[src/rtl/i2c_cond_pkg.sv]
package i2c_cond_pkg;
  localparam int DEPTH_W   = 4;
  localparam int HOLD_W    = 3;
  localparam int HOLD_UNIT = 8;
  localparam int SYNC_LEN  = 2;
  localparam int LINES     = 2;
  localparam int LINE_SCL  = 0;
  localparam int LINE_SDA  = 1;
endpackage

[src/rtl/i2c_sync_chain.sv]
module i2c_sync_chain #(
  parameter int  STAGES  = 2,
  parameter logic RST_VAL = 1'b1
) (
  input  logic clk,
  input  logic rst,
  input  logic d_async,
  output logic q_sync
);
  logic [STAGES-1:0] chain;

  always_ff @(posedge clk) begin
    if (rst) chain <= {STAGES{RST_VAL}};
    else     chain <= {chain[STAGES-2:0], d_async};
  end

  assign q_sync = chain[STAGES-1];

  logic [1:0] age;
  always_ff @(posedge clk) begin
    if (rst)          age <= '0;
    else if (age != 2'd3) age <= age + 2'd1;
  end

  AST_SYNC_2FF: assert property (@(posedge clk) disable iff (rst)
    (STAGES == 2 && age >= 2'd2) |-> (q_sync == $past(d_async, 2)));
endmodule

[src/rtl/i2c_pulse_filter.sv]
module i2c_pulse_filter #(
  parameter int  DEPTH_W = 4,
  parameter logic RST_VAL = 1'b1
) (
  input  logic               clk,
  input  logic               rst,
  input  logic               din,
  input  logic [DEPTH_W-1:0] depth,
  output logic               dout
);
  logic [DEPTH_W-1:0] run_cnt;

  always_ff @(posedge clk) begin
    if (rst) begin
      dout    <= RST_VAL;
      run_cnt <= '0;
    end else if (din == dout) begin
      run_cnt <= '0;
    end else if (run_cnt >= depth) begin
      dout    <= din;
      run_cnt <= '0;
    end else begin
      run_cnt <= run_cnt + 1'b1;
    end
  end

  logic seen;
  always_ff @(posedge clk) begin
    if (rst) seen <= 1'b0;
    else     seen <= 1'b1;
  end

  AST_FILT_FOLLOW: assert property (@(posedge clk) disable iff (rst)
    (seen && !$stable(dout)) |-> (dout == $past(din)));

  AST_FILT_BYPASS: assert property (@(posedge clk) disable iff (rst)
    (seen && $past(depth) == '0) |-> (dout == $past(din)));
endmodule

[src/rtl/i2c_hold_delay.sv]
module i2c_hold_delay #(
  parameter int  HOLD_W    = 3,
  parameter int  HOLD_UNIT = 8,
  parameter logic RST_VAL  = 1'b1
) (
  input  logic              clk,
  input  logic              rst,
  input  logic              din,
  input  logic [HOLD_W-1:0] hold,
  output logic              dout
);
  localparam int MAX_LEN = ((1 << HOLD_W) - 1) * HOLD_UNIT;
  localparam int IDX_W   = $clog2(MAX_LEN + 1);

  logic [MAX_LEN-1:0] line;
  logic [IDX_W-1:0]   tap_idx;
  logic               tap;

  always_ff @(posedge clk) begin
    if (rst) line <= {MAX_LEN{RST_VAL}};
    else     line <= {line[MAX_LEN-2:0], din};
  end

  always_comb begin
    tap_idx = IDX_W'(int'(hold) * HOLD_UNIT);
    if (hold == '0) tap = din;
    else            tap = line[tap_idx - 1'b1];
  end

  always_ff @(posedge clk) begin
    if (rst) dout <= RST_VAL;
    else     dout <= tap;
  end

  logic [3:0] age;
  always_ff @(posedge clk) begin
    if (rst)                age <= '0;
    else if (age != 4'd15)  age <= age + 4'd1;
  end

  AST_HOLD_ONE: assert property (@(posedge clk) disable iff (rst)
    (HOLD_UNIT == 8 && age >= 4'd10 && $past(hold) == HOLD_W'(1))
      |-> (dout == $past(din, 9)));
endmodule

[src/rtl/i2c_line_cond.sv]
module i2c_line_cond
  import i2c_cond_pkg::*;
(
  input  logic               clk,
  input  logic               rst,
  input  logic               scl_pad,
  input  logic               sda_pad,
  input  logic [DEPTH_W-1:0] filt_depth,
  input  logic [HOLD_W-1:0]  hold_sel,
  output logic               scl_clean,
  output logic               sda_clean
);
  logic [LINES-1:0] pad_vec;
  logic [LINES-1:0] sync_vec;
  logic [LINES-1:0] filt_vec;

  assign pad_vec[LINE_SCL] = scl_pad;
  assign pad_vec[LINE_SDA] = sda_pad;

  for (genvar g = 0; g < LINES; g++) begin : g_line
    i2c_sync_chain #(.STAGES(SYNC_LEN), .RST_VAL(1'b1)) u_sync (
      .clk     (clk),
      .rst     (rst),
      .d_async (pad_vec[g]),
      .q_sync  (sync_vec[g])
    );
    i2c_pulse_filter #(.DEPTH_W(DEPTH_W), .RST_VAL(1'b1)) u_filt (
      .clk   (clk),
      .rst   (rst),
      .din   (sync_vec[g]),
      .depth (filt_depth),
      .dout  (filt_vec[g])
    );
  end

  always_ff @(posedge clk) begin
    if (rst) scl_clean <= 1'b1;
    else     scl_clean <= filt_vec[LINE_SCL];
  end

  i2c_hold_delay #(.HOLD_W(HOLD_W), .HOLD_UNIT(HOLD_UNIT), .RST_VAL(1'b1)) u_hold (
    .clk  (clk),
    .rst  (rst),
    .din  (filt_vec[LINE_SDA]),
    .hold (hold_sel),
    .dout (sda_clean)
  );
endmodule

[config.mk]
export PLATFORM = sky130hd
export DESIGN_NAME = i2c_line_cond
export DESIGN_NICKNAME = d
export VERILOG_FILES = /design/src/rtl/i2c_cond_pkg.sv /design/src/rtl/i2c_sync_chain.sv /design/src/rtl/i2c_pulse_filter.sv /design/src/rtl/i2c_hold_delay.sv /design/src/rtl/i2c_line_cond.sv
export SDC_FILE = /design/constraint.sdc
export NUM_CORES = 1
export LEC_CHECK = 0
export BUFFER_PORTS_ARGS = -buffer_cell sky130_fd_sc_hd__buf_2
export CAP_MARGIN = 25
export CORE_MARGIN = 8
export CORE_UTILIZATION = 35
export DETAILED_ROUTE_END_ITERATION = 16
export HOLD_SLACK_MARGIN = 0.02
export SYNTH_ARGS = -nofsm -noshare
export SYNTH_HDL_FRONTEND = slang
export SYNTH_SLANG_ARGS = --single-unit
export TNS_END_PERCENT = 100
[constraint.sdc]
create_clock -name clk -period 3.8 [get_ports clk]
set_input_delay 0.38 -clock clk [delete_from_list [all_inputs] [get_ports clk]]
set_output_delay 0.38 -clock clk [all_outputs]
set_load 0.05 [all_outputs]
==> results.sh <==
export IMPL_design_power_total_mw=1.465
export IMPL_cts_tree="yes"
export IMPL_total_of_warnings_raised_by_yosys=0
export IMPL_reg2reg_to="g_line[1].u_filt.dout$_SDFFE_PP1P_"
export IMPL_placedInstanceArea_um2=2482
export IMPL_drt_drc_violations_left=0
export IMPL_grt_pass1_wl_um=5485
export IMPL_fp_dieArea_um2=9587
export IMPL_fin_setup_tns_ps=0
export IMPL_clkSinkCount=72
export IMPL_cts_clk_slew_worst_paths_ps=70
export IMPL_syn2layout_area_growth_pct=15.02
export IMPL_cts_repair_resized=0
export IMPL_post_route_skew_ps=3.545
export IMPL_max_cap_viol_count=0
export IMPL_ff_latch_area_um2=1441
export IMPL_diodes=0
export IMPL_non_filler_instance_count_after_layout=308
export IMPL_cellPowerDensity_nw_per_um2=542.5
export IMPL_timing_setup_critical_path_class="flop to flop"
export IMPL_detailedRoute_firstPassIterationCount=4
export IMPL_layout_cell_area_non_filler_um2=2701
export IMPL_number_of_global_route_vias_before_repair=1208
export IMPL_slowest_stage="dfxtp_1"
export IMPL_clock_insertion_delay_worst_skew_ps=330
export IMPL_final_layout_size_suffix_gt1_frac=0.3947
export IMPL_clk_path_buf_depth=2
export IMPL_fill_cells=649
export IMPL_syn_nets=231
export IMPL_syn_mean_instance_area_um2=11.29
export IMPL_worst_path_max_stage_delay_ps=390
export IMPL_slew_limit_headroom=0.4723
export IMPL_syn_inst=208
export IMPL_number_of_flops_mapped_to_enable_cells_by_yosys=0
export IMPL_wl_per_cell_um=10.67
export IMPL_worst_r2r_path_depth=6
export IMPL_yosys_register_bits=72
export IMPL_fp_row_count=30
export IMPL_timing_hold_violations_final=0
export IMPL_slew_viol_final=0
export IMPL_timing_worst_slew_pin_value_ps=791.5
export IMPL_worst_hold_startpoint="sda_pad"
export IMPL_globalRoute_totalOverflow=0
export IMPL_gp_congestion=0.7300
export IMPL_timing_final_crit_share=0.3836
export IMPL_r2r_slack_ps=2340
export IMPL_dp_final_hpwl_um=2043
export IMPL_setup_viol=0
export IMPL_worstPathArrival_ps=1670
export IMPL_synth_ff_type="dfxtp_1"
export IMPL_crit_path_cell_trace="inv_1 -> ha_1 -> nand2b_1 -> a21oi_1 -> o21a_1 -> o211ai_1"
export IMPL_unrepaired_setup_endpoints_after_global_routing="false"
export IMPL_power_ir_vdd_worst_v=0.0001599
export IMPL_final_antenna_net_count=0
export IMPL_floorplan_die_width_um=97.92
export IMPL_design_core_area_um2=6644
export IMPL_r2r_start="g_line[1].u_filt.run_cnt[0]$_SDFF_PP0_"
export IMPL_synthesis_area_um2=2349
export IMPL_min_period_ps=1458
export IMPL_ys_types=22
export IMPL_postSynth_asyncResetShare=0
export IMPL_worst_path_max_fanout=4
export IMPL_ctsRootBufferMaster="clkbuf_8"
export IMPL_port_buffers=12
export IMPL_htreeDepth=3
export IMPL_worstSetupStartpointType="flop"
export IMPL_status="finished clean"
export IMPL_cts_hold_fix_buffers=0
export IMPL_pin_count_of_the_biggest_net_entering_global_routing=66
export IMPL_worst_hold_path_num_cells=2
export IMPL_timing_hold_worst_class="input pin to flop"
export IMPL_postCtsSetupBuffers=0
export IMPL_antenna_found_initial=0
export IMPL_numPlacedInstances=293
export IMPL_finish_net_count=247
export IMPL_critical_path_required_ps=4010
export IMPL_final_core_utilization=0.4066
export IMPL_vias=1317
export IMPL_area_of_combinational_cells_with_multiple_inputs_um2=839.6
export IMPL_die_height_um=97.92
export IMPL_cts_buffers=9
export IMPL_io_pins=13
export IMPL_power_static_leakage_nw=1.071
export IMPL_critPathCaptureType="flop"
export IMPL_initial_core_utilization=0.3535
export IMPL_achievable_frequency_mhz=686.1
export IMPL_synth_yosys_seq_area_share=0.6137
export IMPL_grtUsageTotal=0.07350
export IMPL_detail_route_wirelength_um=3285
export IMPL_via_per_inst=4.276
export IMPL_hold_end="g_line[1].u_sync.chain[0]$_SDFF_PP1_"
export IMPL_first_iter_violations=37
==> layout make-up <==
cell class	instances	area share
Clock buffer	10	0.05095
Clock inverter	5	0.03011
Inverter	11	0.01528
Multi-Input combinational cell	118	0.3108
Sequential cell	72	0.5336
Tap cell	80	0.03705
Timing Repair Buffer	12	0.02223
==> synthesized netlist by cell type (all sizes together), types with 3 or more instances <==
cell type / count / area, µm²
nand3: 3 / 15.01
or2: 61 / 381.6
inv: 11 / 41.29
nor2: 9 / 33.78
xnor2: 4 / 35.03
clkbuf: 7 / 26.28
a21oi: 4 / 20.02
dfxtp: 72 / 1441
ha: 12 / 150.1
o211ai: 6 / 45.04
==> layer usage <==
metal	global-route usage	routed length, µm	up-vias
met5	0	0	-
met4	0.06835	110	0
met3	0.02774	126	11
met2	0.09694	1305	16
met1	0.08944	1742	596
li1	-	-	694
==> per-stage QoR <==
stage / hold slack [ps] / setup slack, ps
CTS: 210.6 / 2324
global route: 223.4 / 2186
detailed placement: 393.7 / 2097
finish: 231.4 / 2342
global placement: 391.4 / 2132
floorplan: 389.5 / 2294
==> sequential cells by signal, indices dropped and copies added (netlist names) <==
| register | cells |
|---|---|
| scl_clean | 1 |
| u_hold.line | 56 |
| g_line.u_sync.chain | 4 |
| u_hold.dout | 1 |
| g_line.u_filt.run_cnt | 8 |
| g_line.u_filt.dout | 2 |
==> power by group <==
part	internal, mW	leakage [nW]	switching [mW]
Combinational	0.0206	0.379	0.0305
Clock	0.384	0.108	0.266
Sequential	0.761	0.584	0.00419
Total	1.16	1.07	0.301
==> worst max path at each step <==
stage / startpoint / to / slack, ps / depth (start not counted)
finish: g_line[1].u_filt.run_cnt[0]$_SDFF_PP0_ / g_line[1].u_filt.dout$_SDFFE_PP1P_ / 2340 / 6
global route: g_line[0].u_filt.run_cnt[0]$_SDFF_PP0_ / g_line[0].u_filt.run_cnt[2]$_SDFF_PP0_ / 2190 / 6
CTS: g_line[1].u_filt.run_cnt[0]$_SDFF_PP0_ / g_line[1].u_filt.dout$_SDFFE_PP1P_ / 2320 / 6
detailed placement: hold_sel[0] / u_hold.dout$_SDFF_PP1_ / 2100 / 7
global placement: hold_sel[0] / u_hold.dout$_SDFF_PP1_ / 2130 / 7
floorplan: hold_sel[0] / u_hold.dout$_SDFF_PP1_ / 2290 / 6
==> cells in the final DEF, fill, tap and decap left out, drive strengths merged <==
cell and count:
nor4b 1, o211ai 6, xnor2 4, buf 12, xor2 2, a21oi 4
clkbuf 10, nand2b 2, mux2i 1, nor3b 1, and3 2, dfxtp 72
o21a 2, nand3b 1, or2 61, inv 11, nor2 9, clkinvlp 1
a31oi 2, o21ai 2, ha 12, mux4 1, nand2 2, nand3 3
clkinv 2, bufinv 2
==> critical path: cells and delay by family, from the launching register on <==
kind            cells  cell delay [ps]
fa+ha+maj           1              260
compound gates      3              490
simple gates        1              140
flops               1              390
buf+inv             1               60
==> cell families after synthesis <==
kind of cell,share of synthesized area
mux,0.01385
xor+xnor,0.02238
simple gates,0.2136
fa+ha+maj,0.06393
compound gates,0.04368
flops,0.6137
buf+inv,0.02877
Power figures use the tool's default switching activity.
